**src/rtl/ssp_pkg.sv**
```systemverilog
package ssp_pkg;
  localparam int WORD_W = 16;
  localparam int CNT_W  = 6;
  localparam int PSC_W  = 8;

  localparam logic [1:0] A_FMT  = 2'd0;
  localparam logic [1:0] A_MODE = 2'd1;
  localparam logic [1:0] A_PSC  = 2'd2;

  localparam logic [1:0] FMT_PULSE = 2'b01;

  typedef struct packed {
    logic [7:0] rate;
    logic       ph;
    logic       pol;
    logic [1:0] fmt;
    logic [3:0] size;
  } fmtw_t;
endpackage

```
**src/rtl/ssp_regs.sv**
```systemverilog
module ssp_regs
  import ssp_pkg::*;
(
  input  logic              clk,
  input  logic              rst_n,
  input  logic              we,
  input  logic [1:0]        addr,
  input  logic [WORD_W-1:0] wdata,
  output logic [WORD_W-1:0] rdata,
  output fmtw_t             fmtw,
  output logic              en,
  output logic              slave,
  output logic              odis,
  output logic [PSC_W-1:0]  psc
);
  fmtw_t            fmt_q, fmt_d;
  logic [2:0]       md_q, md_d;   // {odis, slave, en}
  logic [PSC_W-1:0] psc_q, psc_d, psc_w;

  always_comb begin
    fmt_d = fmt_q;
    md_d  = md_q;
    psc_d = psc_q;
    psc_w = {wdata[PSC_W-1:1], 1'b0};
    if (we) begin
      unique case (addr)
        A_FMT:   if (!md_q[0]) fmt_d = fmtw_t'(wdata);
        A_MODE:  md_d = md_q[0] ? {md_q[2:1], wdata[1]} : {wdata[3], wdata[2], wdata[1]};
        A_PSC:   if (!md_q[0] && psc_w != '0) psc_d = psc_w;
        default: ;
      endcase
    end
  end

  always_ff @(posedge clk or negedge rst_n) begin
    if (!rst_n) begin
      fmt_q <= '0;
      md_q  <= '0;
      psc_q <= PSC_W'(2);
    end else begin
      fmt_q <= fmt_d;
      md_q  <= md_d;
      psc_q <= psc_d;
    end
  end

  always_comb begin
    unique case (addr)
      A_FMT:   rdata = fmt_q;
      A_MODE:  rdata = {{(WORD_W-4){1'b0}}, md_q, 1'b0};
      A_PSC:   rdata = {{(WORD_W-PSC_W){1'b0}}, psc_q};
      default: rdata = '0;
    endcase
  end

  assign fmtw  = fmt_q;
  assign en    = md_q[0];
  assign slave = md_q[1];
  assign odis  = md_q[2] & md_q[1];
  assign psc   = psc_q;

  AST_CFG_FROZEN: assert property (@(posedge clk) disable iff (!rst_n)
    (en && $past(en)) |-> ($stable(fmt_q) && $stable(psc_q) && $stable(md_q[2:1])));
endmodule

```
**src/rtl/ssp_baud.sv**
```systemverilog
module ssp_baud
  import ssp_pkg::*;
(
  input  logic             clk,
  input  logic             rst_n,
  input  logic             run,
  input  logic [PSC_W-1:0] psc,
  input  logic [7:0]       rate,
  output logic             tick
);
  logic [PSC_W-2:0] pc_q, pc_d;
  logic [7:0]       rc_q, rc_d;
  logic             pre_wrap;

  always_comb begin
    pre_wrap = (pc_q == psc[PSC_W-1:1] - 1'b1);
    tick     = run && pre_wrap && (rc_q == rate);
    pc_d     = pc_q;
    rc_d     = rc_q;
    if (!run) begin
      pc_d = '0;
      rc_d = '0;
    end else if (pre_wrap) begin
      pc_d = '0;
      rc_d = (rc_q == rate) ? 8'd0 : rc_q + 8'd1;
    end else begin
      pc_d = pc_q + 1'b1;
    end
  end

  always_ff @(posedge clk or negedge rst_n) begin
    if (!rst_n) begin
      pc_q <= '0;
      rc_q <= '0;
    end else begin
      pc_q <= pc_d;
      rc_q <= rc_d;
    end
  end
endmodule

```
**src/rtl/ssp_engine.sv**
```systemverilog
module ssp_engine
  import ssp_pkg::*;
(
  input  logic              clk,
  input  logic              rst_n,
  input  logic              en,
  input  logic              slave,
  input  logic              odis,
  input  fmtw_t             fmtw,
  input  logic              tick,
  input  logic              sclk_i,
  input  logic              frm_i,
  input  logic              sdi,
  input  logic              tx_have,
  input  logic [WORD_W-1:0] tx_word,
  output logic              run,
  output logic              load,
  output logic              done,
  output logic [WORD_W-1:0] rx_next,
  output logic              sclk_o,
  output logic              frm_o,
  output logic              sdo,
  output logic              sdo_en
);
  logic              busy_q, busy_d, tg_q, tg_d, fp_q, fp_d;
  logic [CNT_W-1:0]  k_q, k_d, total, lead, jj;
  logic [WORD_W-1:0] txs_q, txs_d, rxs_q, rxs_d;
  logic [2:0]        syc_q, syf_q;
  logic [4:0]        nbits;
  logic              pulsed, pol, ph, s_edge, s_fall, f_fell, start, ev, samp;

  always_comb begin
    pulsed = (fmtw.fmt == FMT_PULSE);
    pol    = pulsed ? 1'b0 : fmtw.pol;
    ph     = pulsed ? 1'b1 : fmtw.ph;
    nbits  = (fmtw.size < 4'd3) ? 5'd4 : {1'b0, fmtw.size} + 5'd1;
    lead   = pulsed ? CNT_W'(2) : CNT_W'(0);
    total  = {nbits, 1'b0} + lead;
    s_edge = syc_q[1] ^ syc_q[2];
    s_fall = syc_q[2] & ~syc_q[1];
    f_fell = syf_q[2] & ~syf_q[1];
    start  = en & ~busy_q & (slave ? (pulsed ? (s_fall & syf_q[1]) : f_fell) : tx_have);
    ev     = busy_q & (slave ? s_edge : (tick & (k_q != total)));
    jj     = k_q - lead;
    samp   = (jj[0] == ph);
    done   = busy_q & (slave ? (ev & (k_q == total - 1'b1)) : (tick & (k_q == total)));
    load   = start & tx_have;
  end

  always_comb begin
    busy_d = busy_q;
    k_d    = k_q;
    tg_d   = tg_q;
    fp_d   = fp_q;
    txs_d  = txs_q;
    rxs_d  = rxs_q;
    if (!en) begin
      busy_d = 1'b0;
      tg_d   = 1'b0;
      fp_d   = 1'b0;
    end else if (start) begin
      busy_d = 1'b1;
      k_d    = (slave && pulsed) ? CNT_W'(2) : CNT_W'(0);
      tg_d   = 1'b0;
      fp_d   = 1'b0;
      txs_d  = tx_have ? (tx_word << (WORD_W - int'(nbits))) : '0;
      rxs_d  = '0;
    end else if (ev) begin
      k_d  = k_q + 1'b1;
      tg_d = ~tg_q;
      if (k_q == '0)           fp_d = pulsed;
      else if (k_q == CNT_W'(2)) fp_d = 1'b0;
      if (k_q >= lead) begin
        if (samp)          rxs_d = {rxs_q[WORD_W-2:0], sdi};
        else if (jj != '0) txs_d = txs_q << 1;
      end
      if (done) busy_d = 1'b0;
    end else if (done) begin
      busy_d = 1'b0;
    end
  end

  always_ff @(posedge clk or negedge rst_n) begin
    if (!rst_n) begin
      busy_q <= 1'b0;
      k_q    <= '0;
      tg_q   <= 1'b0;
      fp_q   <= 1'b0;
      txs_q  <= '0;
      rxs_q  <= '0;
      syc_q  <= '0;
      syf_q  <= '1;
    end else begin
      busy_q <= busy_d;
      k_q    <= k_d;
      tg_q   <= tg_d;
      fp_q   <= fp_d;
      txs_q  <= txs_d;
      rxs_q  <= rxs_d;
      syc_q  <= {syc_q[1:0], sclk_i};
      syf_q  <= {syf_q[1:0], frm_i};
    end
  end

  assign rx_next = rxs_d;
  assign run     = busy_q & ~slave;
  assign sclk_o  = pol ^ (run & tg_q);
  assign frm_o   = run ? (pulsed & fp_q) : ~pulsed;
  assign sdo     = txs_q[WORD_W-1];
  assign sdo_en  = en & (slave ? (busy_q & ~odis) : 1'b1);

  AST_SEL_LOW:  assert property (@(posedge clk) disable iff (!rst_n)
    (busy_q && !slave && !pulsed) |-> !frm_o);
  AST_CLK_IDLE: assert property (@(posedge clk) disable iff (!rst_n)
    (!busy_q || slave) |-> (sclk_o == pol));
endmodule

```
**src/rtl/ssp_core.sv**
```systemverilog
module ssp_core
  import ssp_pkg::*;
(
  input  logic              clk,
  input  logic              rst_n,
  input  logic              cfg_we,
  input  logic [1:0]        cfg_addr,
  input  logic [WORD_W-1:0] cfg_wdata,
  output logic [WORD_W-1:0] cfg_rdata,
  input  logic              tx_valid,
  input  logic [WORD_W-1:0] tx_data,
  output logic              tx_ready,
  output logic              rx_valid,
  output logic [WORD_W-1:0] rx_data,
  input  logic              rx_ready,
  output logic              sclk_o,
  output logic              frm_o,
  input  logic              sclk_i,
  input  logic              frm_i,
  output logic              sdo,
  output logic              sdo_en,
  input  logic              sdi
);
  fmtw_t             fmtw;
  logic              en, slave, odis, run, tick, load, done;
  logic [PSC_W-1:0]  psc;
  logic [WORD_W-1:0] rx_next, txb_q, txb_d, rxb_q, rxb_d;
  logic              txf_q, txf_d, rxv_q, rxv_d, push;

  ssp_regs u_regs (
    .clk(clk), .rst_n(rst_n), .we(cfg_we), .addr(cfg_addr), .wdata(cfg_wdata),
    .rdata(cfg_rdata), .fmtw(fmtw), .en(en), .slave(slave), .odis(odis), .psc(psc)
  );

  ssp_baud u_baud (
    .clk(clk), .rst_n(rst_n), .run(run), .psc(psc), .rate(fmtw.rate), .tick(tick)
  );

  ssp_engine u_eng (
    .clk(clk), .rst_n(rst_n), .en(en), .slave(slave), .odis(odis), .fmtw(fmtw),
    .tick(tick), .sclk_i(sclk_i), .frm_i(frm_i), .sdi(sdi), .tx_have(txf_q),
    .tx_word(txb_q), .run(run), .load(load), .done(done), .rx_next(rx_next),
    .sclk_o(sclk_o), .frm_o(frm_o), .sdo(sdo), .sdo_en(sdo_en)
  );

  always_comb begin
    push  = tx_valid & tx_ready;
    txb_d = push ? tx_data : txb_q;
    txf_d = push ? 1'b1 : (load ? 1'b0 : txf_q);
    rxb_d = done ? rx_next : rxb_q;
    rxv_d = done ? 1'b1 : (rx_ready ? 1'b0 : rxv_q);
  end

  always_ff @(posedge clk or negedge rst_n) begin
    if (!rst_n) begin
      txb_q <= '0;
      txf_q <= 1'b0;
      rxb_q <= '0;
      rxv_q <= 1'b0;
    end else begin
      txb_q <= txb_d;
      txf_q <= txf_d;
      rxb_q <= rxb_d;
      rxv_q <= rxv_d;
    end
  end

  assign tx_ready = en & ~txf_q;
  assign rx_valid = rxv_q;
  assign rx_data  = rxb_q;

  AST_RX_HOLD:  assert property (@(posedge clk) disable iff (!rst_n)
    (rx_valid && !rx_ready) |=> rx_valid);
  AST_TX_EN:    assert property (@(posedge clk) disable iff (!rst_n)
    tx_ready |-> en);
  AST_OD_QUIET: assert property (@(posedge clk) disable iff (!rst_n)
    (slave && odis) |-> !sdo_en);
endmodule

```
**config.mk**
```make
export PLATFORM = sky130hd
export DESIGN_NAME = ssp_core
export DESIGN_NICKNAME = d
export VERILOG_FILES = /design/src/rtl/ssp_pkg.sv /design/src/rtl/ssp_regs.sv /design/src/rtl/ssp_baud.sv /design/src/rtl/ssp_engine.sv /design/src/rtl/ssp_core.sv
export SDC_FILE = /design/constraint.sdc
export NUM_CORES = 1
export LEC_CHECK = 0
export BUFFER_PORTS_ARGS = -buffer_cell sky130_fd_sc_hd__buf_4
export CAP_MARGIN = 20
export CORE_UTILIZATION = 60
export CTS_CLUSTER_SIZE = 20
export DETAILED_ROUTE_END_ITERATION = 6
export PLACE_DENSITY_LB_ADDON = 0.05
export SLEW_MARGIN = 0
export SYNTH_ARGS = -nofsm -noshare
export SYNTH_HDL_FRONTEND = slang
export SYNTH_HIERARCHICAL = 1
export SYNTH_SLANG_ARGS = --single-unit
```
**constraint.sdc**
```tcl
create_clock -name clk -period 7.2 [get_ports clk]
set_clock_uncertainty 0.05 [all_clocks]
set_input_delay 1.44 -clock clk [delete_from_list [all_inputs] [get_ports clk]]
set_output_delay 1.44 -clock clk [all_outputs]
set_load 0.01 [all_outputs]
```
# == After elaboration in Yosys (flattened, before gate mapping) ==
# Index checks and enable logic that the tools add are counted.
# classes
n_shift,1
reduce_logical,21
eq_ne,15
order_cmp,2
addsub,9
bitwise_logic,30
n_mux,45
# op_table
operator,n
$mux W16,11
$pmux W16 S3,1
$shl A16 B32 Y16,1
$mux W8,3
$mux W1,23
$and A1 B1 Y1,19
$mux W7,2
$eq A6 B6 Y1,2
$mux W6,2
$reduce_bool A2 Y1,5
$not A1 Y1,9
$reduce_and A3 Y1,3
$add A8 B1 Y8 const B,1
$eq A8 B8 Y1,1
$add A7 B1 Y7 const B,1
$eq A7 B7 Y1,1
$reduce_bool A7 Y1,1
$sub A7 B1 Y7 const B,1
$add A6 B1 Y6 const B,1
$add A6 B6 Y6,1
$eq A6 B2 Y1 const B,1
$ge A6 B6 Y1,1
$logic_not A6 Y1,1
$ne A6 B6 Y1,1
other kinds (22),30
# totals
in_bits,42
word_cells,145
reg_bits,122
out_inout_bits,38

# == Depth between registers and ports, before layout ==
# Gate-level depths: netlist of run 1.
# logic_depth
depth_word,13
mapped_depth,19
ltp_nobuf,13

# == Cells and area by module ==
# Netlist of run 1, hierarchy kept.
# modules_own_cells
module,cells_per_inst,area_each_um2,instances,seq_area_each_um2
ssp_engine,366,3592.2,1,1179.9
ssp_core,75,1316.3,1,850.8
ssp_regs,108,1302.5,1,651.9
ssp_baud,118,1089.8,1,375.4

# == Worst setup path before layout of run 1 ==
# Ideal clock, no wire load.
# synth_path
path_type,register to register
startpoint,reg u_regs.fmt_q (netlist bit u_regs/fmtw[1])
endpoint,"reg rxb_q[10], in the netlist rx_data[10]"
required_time_ns,7.025
synth_period_minus_slack_ns,4.016
path_stages_with_launch,19
slack_ns,3.184
arrival_ns,3.842
n_path_buf,6
setup_ns,0.125
cell_sequence,dfrtp_1 -> ha_1 -> buf_4 -> buf_2 -> nor3_2 -> nor2_4 -> buf_6 -> ha_1 -> ha_1 -> buf_4 -> a21bo_2 -> or3_1 -> nand3_1 -> o21ai_0 -> a2111oi_0 -> or2_1 -> buf_2 -> buf_4 -> mux2_2
# synth_via
elab_chain_len,10
elab_cells_between_ends,18
classes_between,add/sub (3); order compare (1); eq/ne (3); mux (6); bitwise (5)
# synth_rtl
item,line_no,source
"start, declared",ssp_regs.sv:16,"fmtw_t fmt_q, fmt_d;"
"start signal, assigned",ssp_regs.sv:41,fmt_q <= fmt_d;
$add A4 B1 Y5 / $lt A4 B2 Y1 (equally long branches),ssp_engine.sv:36,"nbits = (fmtw.size < 4'd3) ? 5'd4 : {1'b0, fmtw.size} + 5'd1;"
$mux W5 (*),ssp_engine.sv:36,
$add A6 B6 Y6 (*),ssp_engine.sv:38,"total = {nbits, 1'b0} + lead;"
branches (longest 5 deep; another with $sub A6 B1 Y6),n/a,
$mux W1 (*),ssp_engine.sv:46,done = busy_q & (slave ? (ev & (k_q == total - 1'b1)) : (tick & (k_q == total)));
$and A1 B1 Y1 (*),ssp_engine.sv:46,
net done,ssp_core.sv:25,"logic en, slave, odis, run, tick, load, done;"
"end signal, assigned",ssp_core.sv:63,rxb_q <= rxb_d;
"end, declared",ssp_core.sv:27,"logic [WORD_W-1:0] rx_next, txb_q, txb_d, rxb_q, rxb_d;"
# Mark *: on every way through the listed nets, which the timed path passes.
# A chain may end at the register's enable or synchronous reset.

# == Worst setup path in the final report of run 1 ==
# layout_path
startpoint,reg u_regs.fmt_q (netlist bit u_regs/fmtw[0])
endpoint,"reg rxb_q[10], in the netlist rx_data[10]"
# The elaborated chain is that of the path after synthesis.

==> metrics, run 1 <==
outcome=finished, violations left; failing checks=DRC; Mapped Cells=about 670; Core Area=~0.012 sq mm; CP startpoint=u_regs/fmtw[0]$_DFFE_PN0P_; CTS max path bufs=2; total iterations of the first detailed-routing run=7; port buffer count=79; post_cts resized=0; later-pin clock latency in the skew report=between 0.4 and 0.5 ns; vias post-DR=between 5000 and 6000; Hold Path Class=reg -> reg; pin count of the biggest net entering global routing=between 70 and 80; FMAX=roughly 190 MHz; GPL Wtd Cong=slightly below 0.9; met3 WL=approximately 730 um; HP Start=u_eng/syc_q[0]$_DFF_PN0_; dpl ws=a little over 2 ns; # rows=39; 1st-iter DRT viols=412; relative slew slack=0.3947; Filler cells=~850; Slew Limit Fails=0; Critical Path End Type=flop; Clock Tree Root=clkbuf_16; Area Growth Syn to Fin=16.00%; critical path launch point type=flop; final non-filler cell area=around 0.0085 sq mm; GR Util All Layers=0.2810; CTS clk-pin slew, worst paths=roughly 0.060 ns; placed cell area=0.007875 sq mm; TritonCTS Sinks=roughly 120; Hold-fix buffers, CTS=0; nets@finish=793; Mapped Nets=a little over 700; Final Hold Violating Endpoints=0; cell area after synthesis=approximately 0.0073 sq mm; vias in the first global route=~5400; antenna fix cells=0; final WL=approximately 16000 um; DP Wirelength=11660 um; setup tns final=0 ns; R2R setup slack=a little under 2 ns; # Post-CTS Setup Buffers=0; DR WL met2=between 7000 and 8000 um; CTS tree=done; DR WL/cell=between 15 and 20 um; total power per unit cell area=380.3 mW/mm^2; Peak supply drop=approximately 0.31 mV; initial antenna violation count=0; die width=about 110 um; most frequent cells in the layout=dfrtp_1, buf_4, nand2_1; worst r2r src=u_regs/fmtw[0]$_DFFE_PN0P_; Synth Area per Inst=around 11 sq um; TritonCTS Buffers=17; Ports=80; Maximum Capacitance Violations=0; commonest non-fill, non-tap cell in the layout=dfrtp_1; H-tree Lvls=4; Synthesis Warnings=6; Post-DRT Antenna Nets=0; # DRC=2; vias per inst=between 6 and 7; Initial Utilization=0.6277; share of layout cells above drive strength 1=0.2893; Setup violations, final=0; minimum clock period=between 5 and 6 ns; Final Cycle Share=0.7253; max layer used=met4; die height=approximately 110 um; Worst-Margin Slew=a little over 0.9 ns; RSZ-0062 raised after global routing=no; worst-path fanout max=17; WP data required=7.45 ns; critical path class=reg -> reg; setup ws final=1.978 ns; first-pass GRT wire length=around 27000 um; gr ovfl total=0; Leakage=~3.9 nW; Worst EP arrival=5.47 ns; Metal-1 WL=just under 8000 um; Die ar.=~0.013 sq mm
-- routing by layer --
metal / vias up / global-route usage
met4: 0 / 0.07378
met1: 2710 / 0.3901
met5: - / 0
met3: 12 / 0.06425
li1: 2567 / -
met2: 139 / 0.4476
-- per-stage QoR --
stage          instances  hold slack, ns  utilization  total power [W]
2_1_floorplan        665          0.2812            -         0.002060
5_1_grt              893          0.3023       0.7281         0.003410
3_3_place_gp         858          0.2835       0.6771         0.002331
3_5_place_dp         859          0.2881       0.6781         0.002373
6_report             893          0.2997       0.7281         0.003215
4_1_cts              891          0.3014       0.7268         0.003207
-- power by group --
group / switching (W) / internal, W
logic: 0.000717 / 0.000663
registers: 0.000182 / 0.000836
clock network: 0.000335 / 0.000482
-- registers in the layout, indices dropped and copies added, names as in the netlist --
name,flops
rx_data,16
rx_valid,1
txb_q,16
txf_q,1
u_baud/pc_q,7
u_baud/rc_q,8
u_eng/busy_q,1
u_eng/fp_q,1
u_eng/k_q,6
u_eng/rxs_q,16
u_eng/syc_q,3
u_eng/syf_q,3
u_eng/tg_q,1
u_eng/txs_q,16
u_regs/fmtw,16
u_regs/md_q,3
u_regs/psc,7
-- critical path, cell delays in order (launching register included) --
cell and delay, ns:
dfrtp_1 0.61, ha_1 0.63, nor3_2 0.11, nor2_4 0.49, ha_1 0.26, ha_1 0.37, a21bo_2 0.29, or3_1 0.31
nand3_1 0.12, o21ai_0 0.09, a2111oi_0 0.63, or2_1 0.71, mux2_2 0.42
-- cell type report --
cell class / instances / area, sq um / area share
Multi-Input combinational cell: 483 / 3899 / 0.4611
Clock inverter: 14 / 136.4 / 0.01613
Timing Repair Buffer: 87 / 656.9 / 0.07769
Sequential cell: 122 / 3058 / 0.3616
Inverter: 26 / 97.59 / 0.01154
Clock buffer: 18 / 429.2 / 0.05075
Tap cell: 143 / 178.9 / 0.02116
-- path summary, 6_finish.rpt --
| path | depth (start not counted) | end |
|---|---|---|
| setup reg to reg | 12 | rx_data[10]$_DFFE_PN0P_ |
| hold / removal | 0 | u_eng/syc_q[1]$_DFF_PN0_ |
| setup / recovery | 12 | rx_data[10]$_DFFE_PN0P_ |
| max in group asynchronous | 2 | u_eng/rxs_q[9]$_DFF_PN0_ |
| min in group asynchronous | 1 | u_regs/fmtw[15]$_DFFE_PN0P_ |
| hold reg to reg | 0 | u_eng/syc_q[1]$_DFF_PN0_ |
Power figures use the tool's default switching activity.
==> run 2, diff against run 1 <==
ABC_AREA = 1   (was default)
CORE_UTILIZATION = 54   (was 60)
clock period = 4.6 ns   (was 7.2 ns; I/O delays follow)
==> metrics, run 2 <==
RSZ-0062 raised after global routing=no (unchanged); gr ovfl total=0 (unchanged); total power per unit cell area=541.2 mW/mm^2 (was 380.3 mW/mm^2); Metal-1 WL=8812 um (was 7738 um); Clock Tree Root=clkbuf_16 (unchanged); GR Util All Layers=0.2540 (was 0.2810); post-placement cell count=1298 (was 859); Slew Limit Fails=0 (unchanged); Mapped Cells=1073 (was 665); TritonCTS Sinks=122 (unchanged); # DRC=0 (was 2); CTS max path bufs=2 (unchanged); outcome=finished clean (was finished, violations left); DR WL met2=8012 um (was 7792 um); WP data required=4.90 ns (was 7.45 ns); critical path class=reg -> reg (unchanged); met3 WL=610 um (was 726 um); setup tns final=0 ns (unchanged); antenna fix cells=0 (unchanged); Core Area=0.01399 sq mm (was 0.01161 sq mm); later-pin clock latency in the skew report=0.42 ns (about the same); FMAX=260.4 MHz (was 191.5 MHz); DP Wirelength=12660 um (was 11660 um); 1st-iter DRT viols=547 (was 412); die width=122.0 um (was 112.2 um); TritonCTS Buffers=17 (unchanged); Ports=80 (unchanged); Post-DRT Antenna Nets=0 (unchanged); GPL Wtd Cong=0.8985 (was 0.8902); Setup violations, final=0 (unchanged); relative slew slack=0.5472 (was 0.3947); CTS clk-pin slew, worst paths=0.06 ns (about the same); nets@finish=1193 (was 793); port buffer count=79 (unchanged); final WL=17700 um (was 16420 um); vias in the first global route=6284 (was 5370); H-tree Lvls=4 (unchanged); # Post-CTS Setup Buffers=0 (unchanged); Area Growth Syn to Fin=15.41% (was 16.00%); Peak supply drop=0.3082 mV (was 0.3095 mV); Hold-fix buffers, CTS=0 (unchanged); worst-path fanout max=20 (was 17); Initial Utilization=0.5560 (was 0.6277); pin count of the biggest net entering global routing=46 (was 75); DR WL/cell=13.31 um (was 18.39 um); Leakage=4.772 nW (was 3.875 nW); Final Power=0.004858 W (was 0.003215 W); Worst EP arrival=4.14 ns (was 5.47 ns); Maximum Capacitance Violations=0 (unchanged); critical path launch point type=flop (unchanged); CTS tree=done (unchanged); Mapped Nets=1129 (was 721); commonest non-fill, non-tap cell in the layout=nand2_1 (was dfrtp_1); vias per inst=5.246 (was 6.078); Worst-Margin Slew=0.6784 ns (was 0.9080 ns); cell area after synthesis=0.007777 sq mm (was 0.007289 sq mm); vias post-DR=6977 (was 5428); minimum clock period=3.840 ns (was 5.222 ns); most frequent cells in the layout=nand2_1, nand3_1, dfrtp_1 (was dfrtp_1, buf_4, nand2_1); Synthesis Warnings=6 (unchanged); max layer used=met4 (unchanged); die height=122.0 um (was 112.2 um); Synth Area per Inst=7.248 sq um (was 10.96 sq um); initial antenna violation count=0 (unchanged); R2R setup slack=0.76 ns (was 1.98 ns); post_cts resized=0 (unchanged); total iterations of the first detailed-routing run=5 (was 7); setup ws final=0.7600 ns (was 1.978 ns); # rows=43 (was 39); Final Instance Count excl. Fillers=1330 (was 893); Hold Path Class=reg -> reg (unchanged); first-pass GRT wire length=29800 um (was 27460 um); dpl ws=0.7773 ns (was 2.012 ns); Final Cycle Share=0.8348 (was 0.7253); share of layout cells above drive strength 1=0.1617 (was 0.2893); Die ar.=0.01489 sq mm (was 0.01259 sq mm); Critical Path End Type=flop (unchanged); Final Hold Violating Endpoints=0 (unchanged)
## run 2: worst paths after layout
kind	cells after the start	startpoint	to
min in group asynchronous	1	rst_n	u_baud/rc_q[4]$_DFFE_PN0P_
min reg2reg	0	u_eng/syc_q[0]$_DFF_PN0_	u_eng/syc_q[1]$_DFF_PN0_
min	0	u_eng/syc_q[0]$_DFF_PN0_	u_eng/syc_q[1]$_DFF_PN0_
max in group asynchronous	2	rst_n	u_eng/syf_q[0]$_DFF_PN1_
max reg2reg	18	u_regs/fmtw[0]$_DFFE_PN0P_	u_eng/txs_q[12]$_DFFE_PN0P_
max	18	u_regs/fmtw[0]$_DFFE_PN0P_	u_eng/txs_q[12]$_DFFE_PN0P_
## run 2: through the flow
stage	hold slack [ns]	area, sq um	util
after floorplan	0.2812	7777	-
after global placement	0.2835	8381	0.5991
after detailed placement	0.2918	8381	0.5991
after CTS	0.3044	8976	0.6417
after global routing	0.3067	8976	0.6417
final	0.3025	8976	0.6417
## run 2: worst max-delay path, cell delays in order (launching register included)
cell	delay, ns
dfrtp_1	0.43
ha_1	0.31
nor2_4	0.13
nand2_4	0.10
nand2_2	0.27
inv_2	0.22
ha_1	0.24
ha_1	0.30
xor2_1	0.22
nor2_1	0.07
nand3_1	0.10
nor2_2	0.05
nand2_1	0.05
nand2_1	0.06
nand2_2	0.32
nand4_4	0.32
nand2_2	0.36
nand2_1	0.10
nand2_1	0.07
## run 2: final cells by class
type                    instances  area, sq um
fillers                      1293         5012
multi-input cells             809         4061
flip-flops and latches        122         3058
repair buffers                 89        668.1
clock buffers                  19        452.9
inverters                      98        367.9
well taps                     180        225.2
clock inverters                13        142.6
## run 2: where the power goes
part / total, W / internal (W) / switching [W]
registers: 0.00157 / 0.00134 / 0.000224
logic: 0.00196 / 0.000663 / 0.00130
clock network: 0.00133 / 0.000828 / 0.000504
total: 0.00486 / 0.00284 / 0.00202
## run 2: layer usage
layer	GRT usage	vias to the layer above
met5	0	-
met4	0.08256	0
met3	0.04494	22
met2	0.3916	139
met1	0.3600	3221
li1	-	3595
